**config.mk**
```make
export PLATFORM = sky130hd
export DESIGN_NAME = flash_status_responder
export DESIGN_NICKNAME = d
export VERILOG_FILES = /design/src/rtl/fsr_pkg.sv /design/src/rtl/fsr_busy_timer.sv /design/src/rtl/fsr_id_decode.sv /design/src/rtl/flash_status_responder.sv
export SDC_FILE = /design/constraint.sdc
export NUM_CORES = 1
export LEC_CHECK = 0
export CAP_MARGIN = 20
export CORE_AREA = 4 4 59 61
export CTS_CLUSTER_DIAMETER = 30
export DETAILED_ROUTE_END_ITERATION = 7
export DIE_AREA = 0 0 63 65
export HOLD_SLACK_MARGIN = 0.03
export PLACE_DENSITY = 0.87
export SLEW_MARGIN = 30
export SYNTH_ARGS = -nofsm -noshare
export SYNTH_HDL_FRONTEND = slang
export SYNTH_HIERARCHICAL = 1
export SYNTH_SLANG_ARGS = --single-unit
export TNS_END_PERCENT = 100
```
**constraint.sdc**
```tcl
create_clock -name clk -period 3.2 [get_ports clk]
set_input_delay 0.48 -clock clk [delete_from_list [all_inputs] [get_ports clk]]
set_output_delay 0.48 -clock clk [all_outputs]
set_load 0.05 [all_outputs]
```
**src/rtl/fsr_pkg.sv**
```systemverilog
package fsr_pkg;
    typedef enum logic [1:0] {
        OP_PROG = 2'b00,
        OP_SECT = 2'b01,
        OP_CHIP = 2'b10,
        OP_NONE = 2'b11
    } op_e;

    localparam logic [7:0] STATUS_LOW_ZERO = 8'h00;
endpackage

```
**src/rtl/fsr_busy_timer.sv**
```systemverilog
module fsr_busy_timer #(
    parameter int CW = 6,
    parameter int SW = 3
) (
    input  logic          clk,
    input  logic          rst_n,
    input  logic          launch,
    input  logic [CW-1:0] len,
    input  logic [SW-1:0] settle_len,
    output logic          busy,
    output logic          settling
);
    typedef struct packed {
        logic          busy;
        logic [CW-1:0] cnt;
        logic [SW-1:0] scnt;
    } tmr_t;

    localparam logic [CW-1:0] ONE_C = CW'(1);
    localparam logic [SW-1:0] ONE_S = SW'(1);

    tmr_t t_d, t_q;

    always_comb begin
        t_d = t_q;
        if (launch) begin
            t_d.busy = 1'b1;
            t_d.cnt  = len;
            t_d.scnt = '0;
        end else if (t_q.busy) begin
            if (t_q.cnt <= ONE_C) begin
                t_d.busy = 1'b0;
                t_d.cnt  = '0;
                t_d.scnt = settle_len;
            end else begin
                t_d.cnt = t_q.cnt - ONE_C;
            end
        end else if (t_q.scnt != '0) begin
            t_d.scnt = t_q.scnt - ONE_S;
        end
    end

    always_ff @(posedge clk or negedge rst_n) begin
        if (!rst_n) t_q <= '0;
        else        t_q <= t_d;
    end

    assign busy     = t_q.busy;
    assign settling = t_q.scnt != '0;
endmodule

```
**src/rtl/fsr_id_decode.sv**
```systemverilog
module fsr_id_decode #(
    parameter int         ADDR_W   = 17,
    parameter logic [7:0] MFR_CODE = 8'hBF,
    parameter logic [7:0] DEV_CODE = 8'hD6
) (
    input  logic [ADDR_W-1:0] addr,
    output logic              hit,
    output logic [7:0]        code
);
    always_comb begin
        hit  = addr[ADDR_W-1:1] == '0;
        code = addr[0] ? DEV_CODE : MFR_CODE;
    end
endmodule

```
**src/rtl/flash_status_responder.sv**
```systemverilog
module flash_status_responder
    import fsr_pkg::*;
#(
    parameter int         ADDR_W     = 17,
    parameter int         PROG_CYC   = 8,   // scaled stand-in for 20 us
    parameter int         SECT_CYC   = 20,  // scaled stand-in for 25 ms
    parameter int         CHIP_CYC   = 40,  // scaled stand-in for 100 ms
    parameter int         SETTLE_CYC = 4,   // scaled stand-in for 1 us
    parameter logic [7:0] MFR_CODE   = 8'hBF,
    parameter logic [7:0] DEV_CODE   = 8'hD6
) (
    input  logic              clk,
    input  logic              rst_n,
    input  logic              start,
    input  logic [1:0]        op_type,
    input  logic [7:0]        prog_data,
    input  logic              rd_stb,
    input  logic [ADDR_W-1:0] rd_addr,
    input  logic              id_mode,
    input  logic [7:0]        array_data,
    output logic [7:0]        rd_data
);
    localparam int MAX_PS = (PROG_CYC > SECT_CYC) ? PROG_CYC : SECT_CYC;
    localparam int MAX_C  = (MAX_PS > CHIP_CYC) ? MAX_PS : CHIP_CYC;
    localparam int CW     = $clog2(MAX_C + 1);
    localparam int SW     = $clog2(SETTLE_CYC + 2);

    localparam logic [CW-1:0] LEN_PROG = CW'(PROG_CYC);
    localparam logic [CW-1:0] LEN_SECT = CW'(SECT_CYC);
    localparam logic [CW-1:0] LEN_CHIP = CW'(CHIP_CYC);
    localparam logic [SW-1:0] LEN_SETL = SW'(SETTLE_CYC);

    typedef struct packed {
        logic       is_prog;
        logic       bit7;
        logic       tog;
        logic [7:0] rd;
    } st_t;

    st_t st_d, st_q;

    logic          busy_w, settling_w, launch_w, id_hit_w;
    logic [CW-1:0] len_w;
    logic [SW-1:0] settle_len_w;
    logic [7:0]    id_code_w;
    op_e           op_w;

    assign op_w     = op_e'(op_type);
    assign launch_w = start && !busy_w && (op_w != OP_NONE);

    always_comb begin
        case (op_w)
            OP_PROG: len_w = LEN_PROG;
            OP_SECT: len_w = LEN_SECT;
            default: len_w = LEN_CHIP;
        endcase
    end

    assign settle_len_w = st_q.is_prog ? LEN_SETL : '0;

    fsr_busy_timer #(.CW(CW), .SW(SW)) u_timer (
        .clk        (clk),
        .rst_n      (rst_n),
        .launch     (launch_w),
        .len        (len_w),
        .settle_len (settle_len_w),
        .busy       (busy_w),
        .settling   (settling_w)
    );

    fsr_id_decode #(.ADDR_W(ADDR_W), .MFR_CODE(MFR_CODE), .DEV_CODE(DEV_CODE)) u_id (
        .addr (rd_addr),
        .hit  (id_hit_w),
        .code (id_code_w)
    );

    always_comb begin
        st_d = st_q;
        if (launch_w) begin
            st_d.is_prog = op_w == OP_PROG;
            st_d.bit7    = prog_data[7];
            st_d.tog     = 1'b0;
        end
        if (rd_stb) begin
            if (busy_w) begin
                st_d.tog = ~st_q.tog;
                st_d.rd  = {st_q.is_prog & ~st_q.bit7, ~st_q.tog, STATUS_LOW_ZERO[5:0]};
            end else if (settling_w) begin
                st_d.rd  = {st_q.bit7, st_q.tog, STATUS_LOW_ZERO[5:0]};
            end else if (id_mode && id_hit_w) begin
                st_d.rd  = id_code_w;
            end else begin
                st_d.rd  = array_data;
            end
        end
    end

    always_ff @(posedge clk or negedge rst_n) begin
        if (!rst_n) st_q <= '0;
        else        st_q <= st_d;
    end

    assign rd_data = st_q.rd;
endmodule

```
==> metrics.md, run 1 <==
| Metric | Value |
|---|---|
| Unique masters post-synth | `41` |
| YS warnings | `6` |
| TritonCTS buffer count | `3` |
| CP arrival | `2.19 ns` |
| Clock tree sinks | `21` |
| Critical Path Sink Type | `flip-flop` |
| Final setup violation count | `0` |
| Post-synth ARST share | `100%` |
| Main synth FF type | `dfrtp_1` |
| Register area | `526 µm²` |
| Leakage power figure | `0.804 nW` |
| Multi-input logic area | `722 µm²` |
| Worst slew pin tran | `0.605 ns` |
| Area delta synth->final | `25.1%` |
| Non-filler cells, final | `217` |
| Core Footprint | `2980 µm²` |
| Residual DRC | `0` |
| Worst min-delay path class | `in2async` |
| Fin. max-slew vios | `0` |
| Final Core Density | `59.7%` |
| WL/cell | `13.6 µm` |
| Clock Skew | `0.00129 ns` |
| N_diodes | `0` |
| Hold Vio Cnt, Final | `0` |
| CTS Hold Bufs | `0` |
| Sequential share of the synthesized area | `36.9%` |
| Seq pwr share | `38.7%` |
| Number of global-route vias before repair | `1125` |
| Switching fraction of total power | `43.0%` |
| Synthesized area | `1420 µm²` |
| DR iter-0 viols | `39` |
| Clock power share | `9.8%` |
| Worst IR Drop VDD | `0.000348 V` |
| Fillers | `254` |
| CTS tree | `done` |
| Top post-synthesis cells by count | `21 x dfrtp_1, 16 x inv_1, 15 x buf_4` |
| First-pass DRT Iterations | `4` |
| Max-capacitance violation count | `0` |
| H-tree levels | `1` |
| CTS clock-pin slew for the worst setup and hold paths | `0.11 ns` |
| Die height | `65 µm` |
| IO buf count | `40` |
| TNS Setup | `0 ns` |
| Post-synth top area share | `36.9%` |
| F_max | `500 MHz` |
| P per Cell Area | `717 nW/µm²` |
| Placer congestion estimate | `0.798` |
| End of the critical path | `u_timer/t_q[1]` |
| Cell Int Power | `727 µW` |
| Tcrit/Tclk final | `62.6%` |
| IO Pins | `48` |
| First-pass GRT wire length | `4.83 mm` |
| RSZ-0062 raised after global routing | `no` |
| Slew headroom | `59.5%` |
| CP Cell Sequence | `clkdlybuf4s50_1 > a211oi_4 > buf_4 > a211oi_1 > mux2_1` |
| Largest net degree at the start of global routing | `22` |
| Clock Latency Late Sink | `0.30 ns` |
| Reg-to-reg startpoint | `u_timer/busy` |
| Die width | `63 µm` |
| Critical path fanouts, max | `16` |
| CP peak stage delay | `0.59 ns` |
| Crit start category | `primary input` |
| Net Sw Power | `549 µW` |
| Cells after DPL | `213` |
| Synth area leaders | `dfrtp_1 37%, buf_4 7.9%, mux2i_1 7.0%` |
| Setup Buffers After CTS | `0` |
| Final ANT Viol Nets | `0` |
| DP Wirelength | `2.39 mm` |
| Vias per cell | `5.30` |
| Via count | `1151` |
| Die Area | `4100 µm²` |
| Run status | `completed` |
| Worst R2R Setup Slack | `1.22 ns` |
| FP Rows | `20` |
| Reg-to-Reg End | `u_timer/t_q[1]` |
| Mapped Avg Cell Area | `9.24 µm²` |
| Synth area leader | `dfrtp_1` |
| GRT overflow | `0` |
| Slowest cell on crit path | `a211oi_4` |
| EDFF count, synth | `0` |
| Final net count | `229` |
| Clock root cell | `clkbuf_4` |
| Layout cells sized above 1 | `8.15%` |
| DRT Wirelength | `2.95 mm` |
| Post-Syn Instances | `154` |
| Hold slack final | `0.118 ns` |
| Pwr Total | `1.28 mW` |
| Most frequent cell after synthesis | `dfrtp_1` |
| Clock Tree Buf Depth | `2` |
| GRT Util Overall | `14.9%` |
| Worst Setup SP | `op_type[1]` |
| Worst Setup Path Type | `in2reg` |
| Post-cts sizing count | `0` |
| Initial antenna violation count | `0` |
| Reg2Reg Depth | `4` |
| Initial Utilization | `47.8%` |
| Period minus WS final | `2.00 ns` |
| Synth Register Bits | `21` |
| Comb power frac | `51.5%` |
| Required time of the critical path | `3.39 ns` |
-- flip-flops by register name, summed over array words and instances (netlist names) --
register / flops
rd_data: 8
st_q: 3
u_timer/busy: 1
u_timer/t_q: 9
-- layer usage --
metal	vias to the layer above	GRT usage (%)	wire length (µm)	part of all wire, %
li1	577	-	-	-
met1	543	16.3	1180	40
met2	27	28.5	1620	55
met3	4	1.73	104	3.5
met4	0	6.61	44	1.5
met5	-	0	0	0
-- cell families (layout without fill, tap and decap cells) --
logic type	Yosys count	in the layout	share of synthesized area (%)
compound gates	29	29	15.1
xor+xnor	1	1	0.616
fa+ha+maj	4	4	3.52
buf+inv	37	61	13.9
flops	21	21	36.9
mux	14	14	10.2
other cells	2	8	0.528
simple gates	46	46	19.2
-- critical path: cells and delay by family --
family                 cells  cell delay, ns
buffers and inverters      2            0.77
AOI/OAI and AO/OA          2            0.64
muxes                      1            0.29
-- layout make-up --
class                           count  share of cell area (%)
Clock inverter                      1                   0.281
Inverter                           16                    3.38
Multi-Input combinational cell    102                    40.6
Tap cell                           33                    2.32
Timing Repair Buffer               41                    22.6
Clock buffer                        3                    1.27
Sequential cell                    21                    29.5
-- layout by cell type, fill, tap and decap left out, types with 3 or more instances in the layout --
cell type,instances
conb_1,8
o22ai_1,8
nor4_1,5
dfrtp_1,21
o21ai_0,3
nand2_1,9
nor2b_1,7
nor2_1,9
a211oi_1,3
clkdlybuf4s50_1,39
mux2i_1,10
inv_1,16
a21oi_1,4
ha_1,4
clkbuf_4,3
-- through the flow --
stage,instance area [µm²],setup slack [ns]
3_3_place_gp,1760,0.919
3_5_place_dp,1760,0.862
2_1_floorplan,1450,1.47
6_report,1780,1.20
4_1_cts,1780,1.19
5_1_grt,1780,1.11
-- worst min-delay path by stage --
stage,slack (ns),startpoint,to
floorplan,0.18,rst_n,rd_data[0]
global placement,0.52,rd_data[3],rd_data[3]
detailed placement,0.53,rd_data[5],rd_data[5]
CTS,0.54,rd_data[5],rd_data[5]
global route,0.15,rst_n,rd_data[0]
finish,0.12,rst_n,rd_data[0]
-- power groups by stage --
stage	registers (mW)	logic, mW	clock network [mW]
floorplan	0.460	0.544	0
global placement	0.489	0.627	0
detailed placement	0.499	0.659	0
CTS	0.494	0.659	0.130
global route	0.507	0.727	0.142
finish	0.494	0.657	0.125
No activity file was read; power rests on OpenSTA's default activity.
==> run 2, diff against run 1 <==
--- a/config.mk
+++ b/config.mk
@@ -6,12 +6,12 @@
 export NUM_CORES = 1
 export LEC_CHECK = 0
 export CAP_MARGIN = 20
-export CORE_AREA = 4 4 59 61
+export CORE_AREA = 4 4 62 64
 export CTS_CLUSTER_DIAMETER = 30
 export DETAILED_ROUTE_END_ITERATION = 7
-export DIE_AREA = 0 0 63 65
+export DIE_AREA = 0 0 66 68
 export HOLD_SLACK_MARGIN = 0.03
-export PLACE_DENSITY = 0.87
+export PLACE_DENSITY = 0.79
 export SLEW_MARGIN = 30
 export SYNTH_ARGS = -nofsm -noshare
 export SYNTH_HDL_FRONTEND = slang
==> constraint.sdc (replaced) <==
create_clock -name clk -period 2.1 [get_ports clk]
set_input_delay 0.315 -clock clk [delete_from_list [all_inputs] [get_ports clk]]
set_output_delay 0.315 -clock clk [all_outputs]
set_load 0.05 [all_outputs]
==> run 2 against run 1 <==
Net effect:
- via count is 3.2% higher
- sequential power is 48% higher
- routed wire length up 7.4%
- clock skew up 0.00064 ns
- largest cell class unchanged
- highest routed layer unchanged
==> metrics.md, run 2 (synthesized netlist as in run 1, its figures left out) <==
| Metric | Value |
|---|---|
| Final ANT Viol Nets | `0 (unchanged)` |
| Clock tree sinks | `21 (unchanged)` |
| FP Rows | `21 (+5.0%)` |
| DRT Wirelength | `3.16 mm (+7.4%)` |
| GRT Util Overall | `16.3% (+1.4 points)` |
| Final net count | `234 (+2.2%)` |
| Reg-to-reg startpoint | `u_timer/t_q[3]` |
| Critical path fanouts, max | `2 (-14)` |
| CP arrival | `1.49 ns (-0.70 ns)` |
| Clock root cell | `clkbuf_4` |
| P per Cell Area | `1090 nW/µm² (+52%)` |
| Pre-CTS setup slack | `0.253 ns (-0.609 ns)` |
| Clock Tree Buf Depth | `2 (unchanged)` |
| Reg-to-Reg End | `u_timer/t_q[1]` |
| Die height | `68 µm (+4.6%)` |
| Commonest non-fill, non-tap cell in the layout | `clkdlybuf4s50_1` |
| N_diodes | `0 (unchanged)` |
| Core Footprint | `3280 µm² (+10%)` |
| DR iter-0 viols | `27 (-31%)` |
| Required time of the critical path | `1.78 ns (-1.61 ns)` |
| Initial antenna violation count | `0 (unchanged)` |
| Dominant delay contributor by cell family on the critical path | `buffers and inverters` |
| Worst Setup Path Type | `reg2out` |
| Critical Path Sink Type | `output port` |
| Number of global-route vias before repair | `1206 (+7.2%)` |
| Area delta synth->final | `29.1%` |
| IO Pins | `48 (unchanged)` |
| Fillers | `289 (+14%)` |
| H-tree levels | `1 (unchanged)` |
| Clock Skew | `0.00193 ns (+0.000638 ns)` |
| Crit start category | `flip-flop` |
| Worst IR Drop VDD | `0.000628 V (+81%)` |
| CTS tree | `done` |
| Clock Latency Late Sink | `0.29 ns (about the same)` |
| CTS Hold Bufs | `0 (unchanged)` |
| Setup Buffers After CTS | `0 (unchanged)` |
| Layout cells sized above 1 | `9.52% (+1.4 points)` |
| Max reg flops | `9 (unchanged)` |
| Placed standard-cell area | `1810 µm² (+3.1%)` |
| Worst slew pin tran | `0.513 ns (-0.0925 ns)` |
| WL/cell | `13.5 µm (-0.82%)` |
| TritonCTS buffer count | `3 (unchanged)` |
| DP Wirelength | `2.53 mm (+5.9%)` |
| Fin. max-slew vios | `0 (unchanged)` |
| Biggest register | `u_timer/t_q` |
| TNS Setup | `0 ns (unchanged)` |
| CP peak stage delay | `0.81 ns (+0.22 ns)` |
| Worst R2R Setup Slack | `0.33 ns (-0.89 ns)` |
| Initial Utilization | `43.3% (-4.5 points)` |
| Final setup violation count | `0 (unchanged)` |
| Hold slack final | `0.352 ns (+0.233 ns)` |
| Placer congestion estimate | `0.838 (+4.9%)` |
| Reg2Reg Depth | `5 (+1)` |
| IO buf count | `40 (unchanged)` |
| Die Area | `4490 µm² (+9.6%)` |
| Setup ws final | `0.296 ns (-0.902 ns)` |
| Final instance area | `1840 µm² (+3.2%)` |
| GRT overflow | `0 (unchanged)` |
| Leakage power figure | `0.826 nW (+2.7%)` |
| CP Cell Sequence | `clkdlybuf4s50_1` |
| Run status | `completed` |
| Post-cts sizing count | `0 (unchanged)` |
| RSZ-0062 raised after global routing | `no` |
| First-pass DRT Iterations | `4 (unchanged)` |
| CTS clock-pin slew for the worst setup and hold paths | `0.12 ns (about the same)` |
| First-pass GRT wire length | `5.65 mm (+17%)` |
| Most frequent cells in the layout | `40 x clkdlybuf4s50_1, 21 x dfrtp_1, 16 x inv_1` |
| F_max | `554 MHz` |
| Bufs and invs on worst path | `1 (-1)` |
| Hold Vio Cnt, Final | `0 (unchanged)` |
| Tcrit/Tclk final | `85.9%` |
| Residual DRC | `0 (unchanged)` |
| Largest net degree at the start of global routing | `22 (unchanged)` |
| Die width | `66 µm (+4.8%)` |
| Period minus WS final | `1.80 ns` |
| Worst min-delay path class | `in2async` |
| Slew headroom | `65.7% (+6.2 points)` |
| Max-capacitance violation count | `0 (unchanged)` |
| Via count | `1188 (+3.2%)` |
| Vias per cell | `5.06 (-4.7%)` |
| Slowest cell on crit path | `clkdlybuf4s50_1` |
## run 2: report_power, final
part           internal [mW]  total (mW)  switching (mW)
clock                 0.0738       0.196           0.122
combinational          0.514        1.08           0.561
sequential             0.562       0.733           0.172
## run 2: metrics by stage
step / total power, mW / cells / utilization, %
finish: 2.00 / 235 / 55.9
global route: 2.19 / 235 / 55.9
CTS: 2.01 / 235 / 55.9
detailed placement: 1.81 / 231 / 55.1
global placement: 1.75 / 231 / 55.1
floorplan: 1.53 / 160 / -
## run 2: per-layer routing
layer  share of wire, %  up-vias  global-route usage, %
met2                 51       30                   29.5
met4                2.8        0                   6.85
met5                  0        -                      0
li1                   -      586                      -
met1                 43      562                   19.6
met3                3.2       10                   1.97
## run 2: cell type report
type / instances / area [µm²] / area share [%]
flip-flops and latches: 21 / 526 / 28.6
well taps: 46 / 57.6 / 3.13
inverters: 16 / 60.1 / 3.27
clock buffers: 4 / 26.3 / 1.43
repair buffers: 46 / 445 / 24.3
multi-input cells: 102 / 722 / 39.3
## run 2: worst max-delay path by stage
stage                         startpoint              to  depth (start not counted)
after floorplan           u_timer/t_q[3]  u_timer/t_q[1]                          6
after global placement       rd_addr[13]      rd_data[6]                          6
after detailed placement     rd_addr[13]      rd_data[6]                          6
after CTS                     rd_data[6]      rd_data[6]                          1
after global routing      u_timer/t_q[3]  u_timer/t_q[1]                          5
final                         rd_data[4]      rd_data[4]                          1
